===== src/rtl/rdo_pkg.sv =====
package rdo_pkg;

  // Map a requested column count onto the usable range 1..max_cols.
  function automatic int unsigned eff_cols(int unsigned req, int unsigned max_cols);
    if (req == 0) return 1;
    if (req > max_cols) return max_cols;
    return req;
  endfunction

endpackage


===== src/rtl/rdo_slot_timer.sv =====
module rdo_slot_timer #(
  parameter int MAX_COLS = 4,
  parameter int SYM_W    = 10,
  parameter int CW       = $clog2(MAX_COLS + 1)
) (
  input  logic          clk,
  input  logic          rst,
  input  logic [CW-1:0] cfg_cols,
  output logic          boundary,
  output logic [CW-1:0] next_n,
  output logic          mtx_clk
);
  localparam int HALF_SYM = SYM_W / 2;
  localparam int LMAX     = MAX_COLS * HALF_SYM;
  localparam int KW       = $clog2(LMAX + 1);

  logic [CW-1:0] cur_n;
  logic [KW-1:0] cnt, cnt_inc, cur_len, cur_half;
  logic          mclk_q;

  assign cur_len  = KW'(int'(cur_n) * HALF_SYM);
  assign cur_half = KW'((int'(cur_len) + 1) / 2);
  assign cnt_inc  = cnt + KW'(1);
  assign boundary = (cnt == cur_len - KW'(1));
  assign next_n   = CW'(rdo_pkg::eff_cols(32'(cfg_cols), MAX_COLS));
  assign mtx_clk  = mclk_q;

  always_ff @(posedge clk or posedge rst) begin
    if (rst) begin
      cur_n  <= CW'(1);
      cnt    <= KW'(HALF_SYM - 1);
      mclk_q <= 1'b0;
    end else if (boundary) begin
      cur_n  <= next_n;
      cnt    <= '0;
      mclk_q <= 1'b1;
    end else begin
      cnt    <= cnt_inc;
      mclk_q <= (cnt_inc < cur_half);
    end
  end

  a_r3_cnt_range: assert property (@(posedge clk) disable iff (rst)
    cnt < cur_len);
  a_r6_cols_hold: assert property (@(posedge clk) disable iff (rst)
    !boundary |=> $stable(cur_n));
  a_r8_clk_start: assert property (@(posedge clk) disable iff (rst)
    boundary |=> (mclk_q && cnt == '0));

endmodule


===== src/rtl/rdo_group_mux.sv =====
module rdo_group_mux #(
  parameter int          MAX_COLS = 4,
  parameter int          SYM_W    = 10,
  parameter int          CW       = $clog2(MAX_COLS + 1),
  parameter logic [SYM_W-1:0] IDLE_SYM = 10'h17C
) (
  input  logic [MAX_COLS*SYM_W-1:0] in_data,
  input  logic                      use_data,
  input  logic [CW-1:0]             n_cols,
  output logic [MAX_COLS*SYM_W-1:0] group_word
);
  for (genvar c = 0; c < MAX_COLS; c++) begin : g_col
    logic [SYM_W-1:0] sym;
    always_comb begin
      if (CW'(c) >= n_cols) sym = '0;
      else if (use_data)    sym = in_data[c*SYM_W +: SYM_W];
      else                  sym = IDLE_SYM;
    end
    assign group_word[c*SYM_W +: SYM_W] = sym;
  end
endmodule


===== src/rtl/rdo_ddr_shifter.sv =====
module rdo_ddr_shifter #(
  parameter int W = 40
) (
  input  logic         clk,
  input  logic         rst,
  input  logic         load,
  input  logic [W-1:0] load_word,
  output logic         dout_rise,
  output logic         dout_fall
);
  logic [W-1:0] sreg;

  always_ff @(posedge clk or posedge rst) begin
    if (rst) begin
      sreg      <= '0;
      dout_rise <= 1'b0;
      dout_fall <= 1'b0;
    end else if (load) begin
      dout_rise <= load_word[0];
      dout_fall <= load_word[1];
      sreg      <= load_word >> 2;
    end else begin
      dout_rise <= sreg[0];
      dout_fall <= sreg[1];
      sreg      <= sreg >> 2;
    end
  end
endmodule


===== src/rtl/rdo_ddr_serializer.sv =====
module rdo_ddr_serializer #(
  parameter int               MAX_COLS = 4,
  parameter int               SYM_W    = 10,
  parameter logic [SYM_W-1:0] IDLE_SYM = 10'h17C
) (
  input  logic                          clk_fast,
  input  logic                          rst,
  input  logic [$clog2(MAX_COLS+1)-1:0] cfg_cols,
  input  logic                          in_valid,
  output logic                          in_ready,
  input  logic [MAX_COLS*SYM_W-1:0]     in_data,
  output logic                          mtx_clk,
  output logic                          dout_rise,
  output logic                          dout_fall
);
  // SYM_W must be even and at least 4, so that a group spans at least two cycles.
  localparam int CW = $clog2(MAX_COLS + 1);
  localparam int W  = MAX_COLS * SYM_W;

  logic          boundary;
  logic [CW-1:0] next_n;
  logic [W-1:0]  group_word;

  rdo_slot_timer #(.MAX_COLS(MAX_COLS), .SYM_W(SYM_W), .CW(CW)) u_timer (
    .clk(clk_fast), .rst(rst), .cfg_cols(cfg_cols),
    .boundary(boundary), .next_n(next_n), .mtx_clk(mtx_clk)
  );

  rdo_group_mux #(.MAX_COLS(MAX_COLS), .SYM_W(SYM_W), .CW(CW), .IDLE_SYM(IDLE_SYM)) u_mux (
    .in_data(in_data), .use_data(in_valid), .n_cols(next_n), .group_word(group_word)
  );

  rdo_ddr_shifter #(.W(W)) u_shift (
    .clk(clk_fast), .rst(rst), .load(boundary), .load_word(group_word),
    .dout_rise(dout_rise), .dout_fall(dout_fall)
  );

  assign in_ready = boundary && !rst;

  a_r1_ready_single: assert property (@(posedge clk_fast) disable iff (rst)
    in_ready |=> !in_ready);
  a_r5_idle_first: assert property (@(posedge clk_fast) disable iff (rst)
    (in_ready && !in_valid) |=> (dout_rise == IDLE_SYM[0] && dout_fall == IDLE_SYM[1]));
  a_r4_data_first: assert property (@(posedge clk_fast) disable iff (rst)
    (in_ready && in_valid) |=> (dout_rise == $past(in_data[0]) && dout_fall == $past(in_data[1])));

endmodule


===== config.mk =====
export PLATFORM = sky130hd
export DESIGN_NAME = rdo_ddr_serializer
export DESIGN_NICKNAME = d
export VERILOG_FILES = /design/src/rtl/rdo_pkg.sv /design/src/rtl/rdo_slot_timer.sv /design/src/rtl/rdo_group_mux.sv /design/src/rtl/rdo_ddr_shifter.sv /design/src/rtl/rdo_ddr_serializer.sv
export SDC_FILE = /design/constraint.sdc
export NUM_CORES = 1
export LEC_CHECK = 0
export CAP_MARGIN = 20
export CORE_ASPECT_RATIO = 0.5
export CORE_MARGIN = 2
export CORE_UTILIZATION = 46
export CTS_CLUSTER_SIZE = 12
export DETAILED_ROUTE_END_ITERATION = 6
export PLACE_DENSITY = 0.75
export SLEW_MARGIN = 10
export SYNTH_ARGS = -nofsm -noshare
export SYNTH_HDL_FRONTEND = slang
export SYNTH_SLANG_ARGS = --single-unit

===== constraint.sdc =====
create_clock -name clk_fast -period 2.72 [get_ports clk_fast]
set_input_delay 0.544 -clock clk_fast [delete_from_list [all_inputs] [get_ports clk_fast]]
set_output_delay 0.544 -clock clk_fast [all_outputs]
set_load 0.02 [all_outputs]

==> flow_summary.ini, run 1 <==
[pwr]
ir_drop_mv = 0.586
p_leak_uw = 0.00150
pwr_density_cell_nw_per_um2 = 1090
power_uw = 3580

[synthesis]
synth_top_area_share_pct = 47.4
syn_area_um2 = 2480
ys_seq_elements = 49
syn_inst = 213
synth_ff_type = dfrtp_1
synth_area_leaders = dfrtp_1 (47%), mux2_2 (12%), mux2i_1 (5.6%)
synth_common_cells = dfrtp_1 (47), mux2_2 (27), inv_1 (24), mux2i_1 (14)
postSynthNetCount = 268
synth-seq-area-share_pct = 49.5
postSynthAreaPerCell_um2 = 11.6
synth_top_cell_by_area = dfrtp_1
yosys.cell_count.top_type = dfrtp_1
yosysWarnings = 0
synth-edff-count = 0
async_flop_share_pct = 100
ys_types = 32

[outcome]
outcome = finished, violations left
failed_checks = setup timing

[drt]
first_pass_iters = 4
drt_iter0_markers = 40
wl_per_cell_um = 13.4
drcViolationCount = 0
avgViaCountPerCell = 4.81
ant_nets = 0
vias = 1661
routed_wl_mm = 4.62

[place]
dp_slack_ns = -0.361
dp_hpwl_mm = 3.31
gp_congestion = 0.766
portBuffers = 49

[critical_path]
crit_slowest_cell = dfstp_2
crit_path_frequent_cell = ha_4
criticalPathCategory = reg -> out
crit_arrival_ns = 2.26
cp_cell_sequence = ha_4 > ha_4 > or3b_1 > xnor3_2 > nor4_4 > and2_4 > buf_6
critPathLaunchType = flip-flop
critPathMaxFanout = 2
cpPeakStageDelay_ns = 0.56
required_ns = 2.18
worst_setup_path_end_kind = output port

[sta]
min_period_ns = 2.80
slew_headroom_pct = 58.7
hold_viol = 0
fmax_ghz = 0.357
finalSetupViolations = 28
worst_pin_slew_ns = 0.620
rsz0062_at_grt = yes
fin_ws_ns = -0.0818
drv_slew = 0
clock-skew-final_ns = 0.00553
period_share_pct = 103

[clock_tree]
htreeDepth = 2
cts_tree = yes
cts.sinks = 49
cts_made_buffers = 5
cts.path.max_buffers = 2
clock_latency_ns = 0.29
cts_root_buf = clkbuf_8
postCtsHoldBufs = 0
clk_pin_slew_ns = 0.09

[grt]
grt_pass1_vias = 1668
grt_use_total_pct = 16.6
grt_max_degree = 50
antenna_found_initial = 0
grt_pass1_wl_mm = 7.83
overflow = 0

[job]
max_cap_violations = 0

[floorplan]
core_area_um2 = 5070
die_y_um = 55.9
die_area_um2 = 6030
start_util_pct = 49.0
rows = 18
die_w_um = 108
ios = 50

[cells_and_area]
syn_to_final_growth_pct = 31.9
nets = 329
final_util_pct = 64.6
antenna_cells = 0
drive_above_1_share_pct = 22.9

[worst_hold_path]
min_path_type = reg -> reg
## worst max-delay path: cells and delay by family (launching register included)
| family | cells | cell delay [ns] |
|---|---|---|
| flops | 1 | 0.56 |
| fa+ha+maj | 2 | 0.33 |
| simple gates | 3 | 0.70 |
| xor+xnor | 1 | 0.27 |
| buf+inv | 1 | 0.11 |
## power by group
group	internal, µW	switching (µW)
Clock	300	234
Combinational	1080	858
Sequential	991	118
## worst paths after layout
path,from,endpoint,slack (ns),depth (start not counted)
worst min-delay path,u_shift.sreg[22],u_shift.sreg[20],0.48,1
worst max-delay path,u_timer.cur_n[0],in_ready,-0.08,7
worst max register to register,u_timer.cur_n[0],u_shift.sreg[10],-0.05,7
min in group asynchronous,rst,u_timer.cnt[0],0.79,3
max in group asynchronous,rst,u_shift.sreg[24],1.52,3
worst min register to register,u_shift.sreg[22],u_shift.sreg[20],0.48,1
## metal layers
| layer | GRT usage (%) | share of wire, % | vias up |
|---|---|---|---|
| li1 | - | - | 833 |
| met5 | 0 | 0 | - |
| met3 | 4.10 | 3.6 | 4 |
| met1 | 22.5 | 47 | 799 |
| met4 | 4.40 | 0.89 | 0 |
| met2 | 26.7 | 48 | 25 |
## cell usage in the layout (no fill, tap or decap), types with 2 or more instances in the layout
| master | instances |
|---|---|
| o41a_1 | 2 |
| mux2i_1 | 14 |
| nand3_1 | 4 |
| mux2_2 | 27 |
| inv_1 | 23 |
| dfstp_2 | 2 |
| and3_1 | 8 |
| buf_4 | 15 |
| nand2b_1 | 7 |
| ha_4 | 2 |
| xnor2_1 | 6 |
| o21ai_0 | 7 |
| a21oi_1 | 9 |
| ha_1 | 7 |
| nor2b_1 | 2 |
| dfrtp_1 | 47 |
| xor2_1 | 5 |
| clkdlybuf4s50_1 | 48 |
| nand2_1 | 8 |
| nor2_1 | 3 |
| o21a_1 | 6 |
| xnor2_2 | 2 |
| clkbuf_8 | 6 |
## logic make-up after synthesis
group,share of synthesized area (%)
AO/OA/AOI/OAI,6.96
XOR/XNOR,5.55
adder cells (fa/ha/maj),4.54
buffers and inverters,6.35
flip-flops,49.5
multiplexers,17.9
AND/OR/NAND/NOR,9.18
## final cells by class
cell class / count / area [µm²]
clock buffer: 7 / 86.3
clock inverter: 1 / 30.0
fill: 384 / 1800
inverter: 24 / 90.1
multi-input combinational: 130 / 1140
sequential: 49 / 1230
tap: 70 / 87.6
timing repair buffer: 64 / 604
## registers in the layout, indices dropped and copies added, names as in the netlist
name / cells
u_shift.dout_fall: 1
u_shift.dout_rise: 1
u_shift.sreg: 38
u_timer.cnt: 5
u_timer.cur_n: 3
u_timer.mtx_clk: 1
## metrics by stage
| step | hold WS [ns] | setup TNS [ns] | cells | cell area, µm² |
|---|---|---|---|---|
| 2_1_floorplan | 0.455 | -0.169 | 213 | 2510 |
| 3_3_place_gp | 0.456 | -3.78 | 337 | 3130 |
| 3_5_place_dp | 0.463 | -4.74 | 337 | 3130 |
| 4_1_cts | 0.482 | -1.72 | 345 | 3260 |
| 5_1_grt | 0.493 | -4.31 | 345 | 3270 |
| 6_report | 0.479 | -1.03 | 345 | 3270 |
## timing repair
item / in CTS / in global routing
gates resized for setup: 8 / 2
buffers inserted: 0 / 0
setup endpoints to repair: 36 / 39
pin swaps: 3 / 1
No activity file was read; power rests on OpenSTA's default activity.
==> run 2, diff against run 1 <==
--- a/config.mk
+++ b/config.mk
@@ -12,6 +12,7 @@
 export CTS_CLUSTER_SIZE = 12
 export DETAILED_ROUTE_END_ITERATION = 6
 export PLACE_DENSITY = 0.75
+export RECOVER_POWER = 50
 export SLEW_MARGIN = 10
 export SYNTH_ARGS = -nofsm -noshare
 export SYNTH_HDL_FRONTEND = slang
==> run 2 against run 1 <==
Net effect: the flow still finishes with violations (setup timing); via count barely moved; largest cell class unchanged; non-clock buffer count did not move; worst setup slack unchanged; hold slack unchanged; critical endpoint unchanged; sequential share of layout area about the same.
==> flow_summary.ini, run 2 (same netlist as run 1, synthesis figures left out) <==
[outcome]
outcome = finished, violations left
failed_checks = setup timing

[sta]
rsz0062_at_grt = yes
finalSetupViolations = 28
hold_viol = 0
holdWs_ns = 0.479
drv_slew = 0
fmax_ghz = 0.357
clock-skew-final_ns = 0.00644
min_period_ns = 2.80
slew_headroom_pct = 21.1
worst_pin_slew_ns = 1.18
fin_ws_ns = -0.0818
period_share_pct = 103

[clock_tree]
cts.sinks = 49
htreeDepth = 2
cts_made_buffers = 5
cts_tree = yes
cts.path.max_buffers = 2
clock_latency_ns = 0.29
postCtsHoldBufs = 0
clk_pin_slew_ns = 0.09
cts_root_buf = clkbuf_8

[floorplan]
core_area_um2 = 5070
start_util_pct = 49.0
die_area_um2 = 6030
die_w_um = 108
rows = 18
die_y_um = 55.9
ios = 50

[place]
gp_congestion = 0.766
portBuffers = 49
dp_hpwl_mm = 3.31
dp.cells = 337
place_area_um2 = 3130

[cells_and_area]
drive_above_1_share_pct = 22.5
largest_register_ffs = 38
fin_area_um2 = 3270
final_util_pct = 64.5
syn_to_final_growth_pct = 31.8
largest_register = u_shift.sreg
final_cell_mix = clkdlybuf4s50_1 (47), dfrtp_1 (47), mux2_2 (27)
reg_top3 = u_shift.sreg: 38 flops, u_timer.cnt: 5 flops, u_timer.cur_n: 3 flops
fin_cells = 345
nets = 329
antenna_cells = 0

[grt]
grt_pass1_wl_mm = 7.83
antenna_found_initial = 0
grt_pass1_vias = 1668
grt_use_total_pct = 16.6
grt_max_degree = 50
overflow = 0

[critical_path]
crit_arrival_ns = 2.26
crit_slowest_cell = dfstp_2
worst_setup_path_end_kind = output port
cp_cell_sequence = ha_4 > ha_4 > or3b_1 > xnor3_2 > nor4_4 > and2_4 > buf_6
criticalPathCategory = reg -> out
cpPeakStageDelay_ns = 0.56
critPathLaunchType = flip-flop
critPathMaxFanout = 2
path_delay_family = simple AND/OR/NAND/NOR gates
crit_path_frequent_cell = ha_4
required_ns = 2.18
path_buf_inv = 1

[drt]
drt_iter0_markers = 41
first_pass_iters = 4
wl_per_cell_um = 13.4
drcViolationCount = 0
vias = 1662
routed_wl_mm = 4.63
ant_nets = 0
avgViaCountPerCell = 4.82

[pwr]
ir_drop_mv = 0.586
power_uw = 3580
pwr_density_cell_nw_per_um2 = 1100
p_leak_uw = 0.00150

[job]
max_cap_violations = 0

[worst_hold_path]
min_path_type = reg -> reg
-- run 2: final timing paths --
check / start / end / depth (start not counted) / slack, ns
worst min-delay path: u_shift.sreg[22] / u_shift.sreg[20] / 1 / 0.48
max in group asynchronous: rst / u_shift.sreg[24] / 3 / 0.81
worst max register to register: u_timer.cur_n[0] / u_shift.sreg[10] / 7 / -0.05
worst min register to register: u_shift.sreg[22] / u_shift.sreg[20] / 1 / 0.48
worst max-delay path: u_timer.cur_n[0] / in_ready / 7 / -0.08
min in group asynchronous: rst / u_timer.cnt[0] / 3 / 1.19
-- run 2: repair_timing --
action | CTS | global route
cloned | 0 | 0
resized for setup | 8 | 2
pin swaps | 3 | 1
setup endpoints to repair | 36 | 39
buffers inserted | 0 | 0
-- run 2: area by class of cell --
class,instances,area (µm²)
timing repair buffer,64,602
clock buffer,7,86.3
fill,383,1800
clock inverter,1,30.0
sequential,49,1230
tap,70,87.6
multi-input combinational,130,1140
inverter,24,90.1
-- run 2: power breakdown --
part / switching (µW) / internal (µW) / total, µW
Clock: 234 / 300 / 534
Combinational: 858 / 1080 / 1940
Sequential: 118 / 991 / 1110
Total: 1210 / 2370 / 3580
-- run 2: worst register-to-register path, stage by stage (launching register included) --
cell and delay (ns):
dfstp_2 0.56, ha_4 0.14, ha_4 0.19, or3b_1 0.35, xnor3_2 0.27, nor4_4 0.16, buf_4 0.54, mux2_2 0.44
-- run 2: per-layer routing --
metal	global-route usage [%]	routed length, µm
met5	0	0
met4	4.40	40
met3	4.10	163
met2	26.7	2240
met1	22.5	2190
-- run 2: per-stage QoR --
| stage | setup WS, ns | TNS, ns |
|---|---|---|
| after floorplan | -0.169 | -0.169 |
| after global placement | -0.322 | -3.78 |
| after detailed placement | -0.361 | -4.74 |
| after CTS | -0.103 | -1.72 |
| after global routing | -0.167 | -4.31 |
| final | -0.0818 | -1.02 |
==> run 3, diff against run 2 <==
--- a/config.mk
+++ b/config.mk
@@ -8,10 +8,11 @@
 export CAP_MARGIN = 20
 export CORE_ASPECT_RATIO = 0.5
 export CORE_MARGIN = 2
-export CORE_UTILIZATION = 46
+export CORE_UTILIZATION = 55
 export CTS_CLUSTER_SIZE = 12
 export DETAILED_ROUTE_END_ITERATION = 6
-export PLACE_DENSITY = 0.75
+export DONT_BUFFER_PORTS = 1
+export PLACE_DENSITY = 0.73
 export RECOVER_POWER = 50
 export SLEW_MARGIN = 10
 export SYNTH_ARGS = -nofsm -noshare
==> run 3 against run 2 <==
Net effect: the run still ends with setup timing left; count of clock-buffer cells in the layout is the same; register-to-register slack gained 0.14 ns; sequential share of layout area grew 6.6 points; combinational power shrank 2%; clock skew grew 0.0029 ns; first-iteration DRC count shrank 9.8%; core utilization shrank 0.79 points; critical path depth shrank 1; largest cell class unchanged.
==> flow_summary.ini, run 3 (same netlist as run 1, synthesis figures left out) <==
[clock_tree]
htreeDepth = 2
cts_made_buffers = 5
clk_pin_slew_ns = 0.09
cts_tree = yes
cts_root_buf = clkbuf_8
cts.sinks = 49
cts.path.max_buffers = 2
clock_latency_ns = 0.31

[sta]
fmax_ghz = 0.359
clock-skew-final_ns = 0.00936
slew_headroom_pct = 20.4
finalSetupViolations = 1
tns_ns = -0.0642
worst_pin_slew_ns = 1.19
rsz0062_at_grt = yes
drv_slew = 0
hold_viol = 0
min_period_ns = 2.78
holdWs_ns = 0.359
period_share_pct = 102
fin_ws_ns = -0.0642

[place]
place_area_um2 = 2610
portBuffers = 0
gp_congestion = 0.761
dp_hpwl_mm = 3.14

[critical_path]
criticalPathCategory = reg -> out
critPathLaunchType = flip-flop
worstRegToRegCells = 9
startpoint = u_timer.cur_n[0]
r2r_start = u_timer.cur_n[0]
crit_end = in_ready
critPathMaxFanout = 2
required_ns = 2.18
worst_setup_path_end_kind = output port
crit_arrival_ns = 2.24
reg2reg_slack_ns = 0.09
reg2reg_to = u_shift.sreg[35]

[pwr]
ir_drop_mv = 0.514
switching_power_uw = 1270
pwr-share-clk_pct = 15.2
p_leak_uw = 0.00131
swShare_pct = 35.5
combPwrFrac_pct = 52.9
internal_power_uw = 2320
pwr_density_cell_nw_per_um2 = 1290
p_seq_share_pct = 31.8

[drt]
routed_wl_mm = 4.69
drt_iter0_markers = 37
vias = 1532
ant_nets = 0
drcViolationCount = 0
wl_per_cell_um = 16.7
avgViaCountPerCell = 5.45
first_pass_iters = 4

[cells_and_area]
largest_register = u_shift.sreg
nets = 278
antenna_cells = 0
largest_register_ffs = 38
final_cell_mix = dfrtp_1 (47), mux2_2 (27), inv_1 (24)
fin_area_um2 = 2780
syn_to_final_growth_pct = 12.0
drive_above_1_share_pct = 26.3
final_common_cell = dfrtp_1
reg_top3 = u_shift.sreg: 38 flops, u_timer.cnt: 5 flops, u_timer.cur_n: 3 flops
final_util_pct = 63.7

[outcome]
failed_checks = setup timing
outcome = finished, violations left

[floorplan]
ios = 50
die_area_um2 = 5100
core_area_um2 = 4360
die_w_um = 99.0
start_util_pct = 56.9
die_y_um = 51.5
rows = 17

[grt]
grt_use_total_pct = 20.3
grt_max_degree = 50
antenna_found_initial = 0
grt_pass1_vias = 1625
overflow = 0
grt_pass1_wl_mm = 7.73

[job]
max_cap_violations = 0

[worst_hold_path]
holdPathStages = 1
min_path_type = in -> reg
run 3: changes by cell type in the layout (fill, tap and decap cells not counted):
cell	change
dlygate4sd3_1	-1
buf_12	+2
clkdlybuf4s50_1	-47
ha_1	-1
ha_4	+1
buf_4	-4
nor3_2	-1
buf_6	-1
nor3_1	+1
run 3: what timing repair did:
item,4_1_cts,5_1_grt
gates resized for setup,3,1
setup endpoints to repair,1,1
hold buffers,0,0
buffers inserted,4,0
pin swaps,5,1
run 3: area by class of cell:
type,count,area [µm²]
Clock buffer,7,86.3
Clock inverter,1,30.0
Fill cell,336,1580
Inverter,24,90.1
Multi-Input combinational cell,130,1150
Sequential cell,49,1230
Tap cell,57,71.3
Timing Repair Buffer,13,120
run 3: worst min-delay path by stage:
stage / startpoint / to
6_report: cfg_cols[2] / u_shift.sreg[36]
5_1_grt: cfg_cols[2] / u_shift.sreg[36]
4_1_cts: rst / u_timer.cnt[4]
3_5_place_dp: u_shift.sreg[16] / u_shift.sreg[14]
3_3_place_gp: u_shift.sreg[28] / u_shift.sreg[26]
2_1_floorplan: u_shift.sreg[12] / u_shift.sreg[10]
run 3: worst max-delay path, stage by stage, from the launching register on:
cell,delay (ns)
dfstp_2,0.56
ha_4,0.14
ha_4,0.19
or3b_1,0.37
xnor3_2,0.28
nor4_4,0.17
and2_4,0.22
run 3: metrics by stage:
step	power (µW)	setup WS, ns	std cells
after floorplan	2490	-0.169	213
after global placement	2730	0.130	269
after detailed placement	2820	0.0689	269
after CTS	3580	-0.0459	281
after global routing	3840	-0.141	281
final	3590	-0.0642	281
run 3: power by group through the flow:
stage	Sequential, µW	Combinational, µW	Clock [µW]
2_1_floorplan	1130	1360	0
3_3_place_gp	1140	1590	0
3_5_place_dp	1150	1660	0
4_1_cts	1140	1870	559
5_1_grt	1170	2090	584
6_report	1140	1900	546
run 3: layer usage:
layer / global-route usage [%] / part of all wire (%) / vias up
met1: 24.1 / 42 / 766
met4: 7.53 / 1.5 / 0
li1: - / - / 734
met5: 0 / 0 / -
met3: 7.12 / 5.4 / 6
met2: 35.0 / 51 / 26
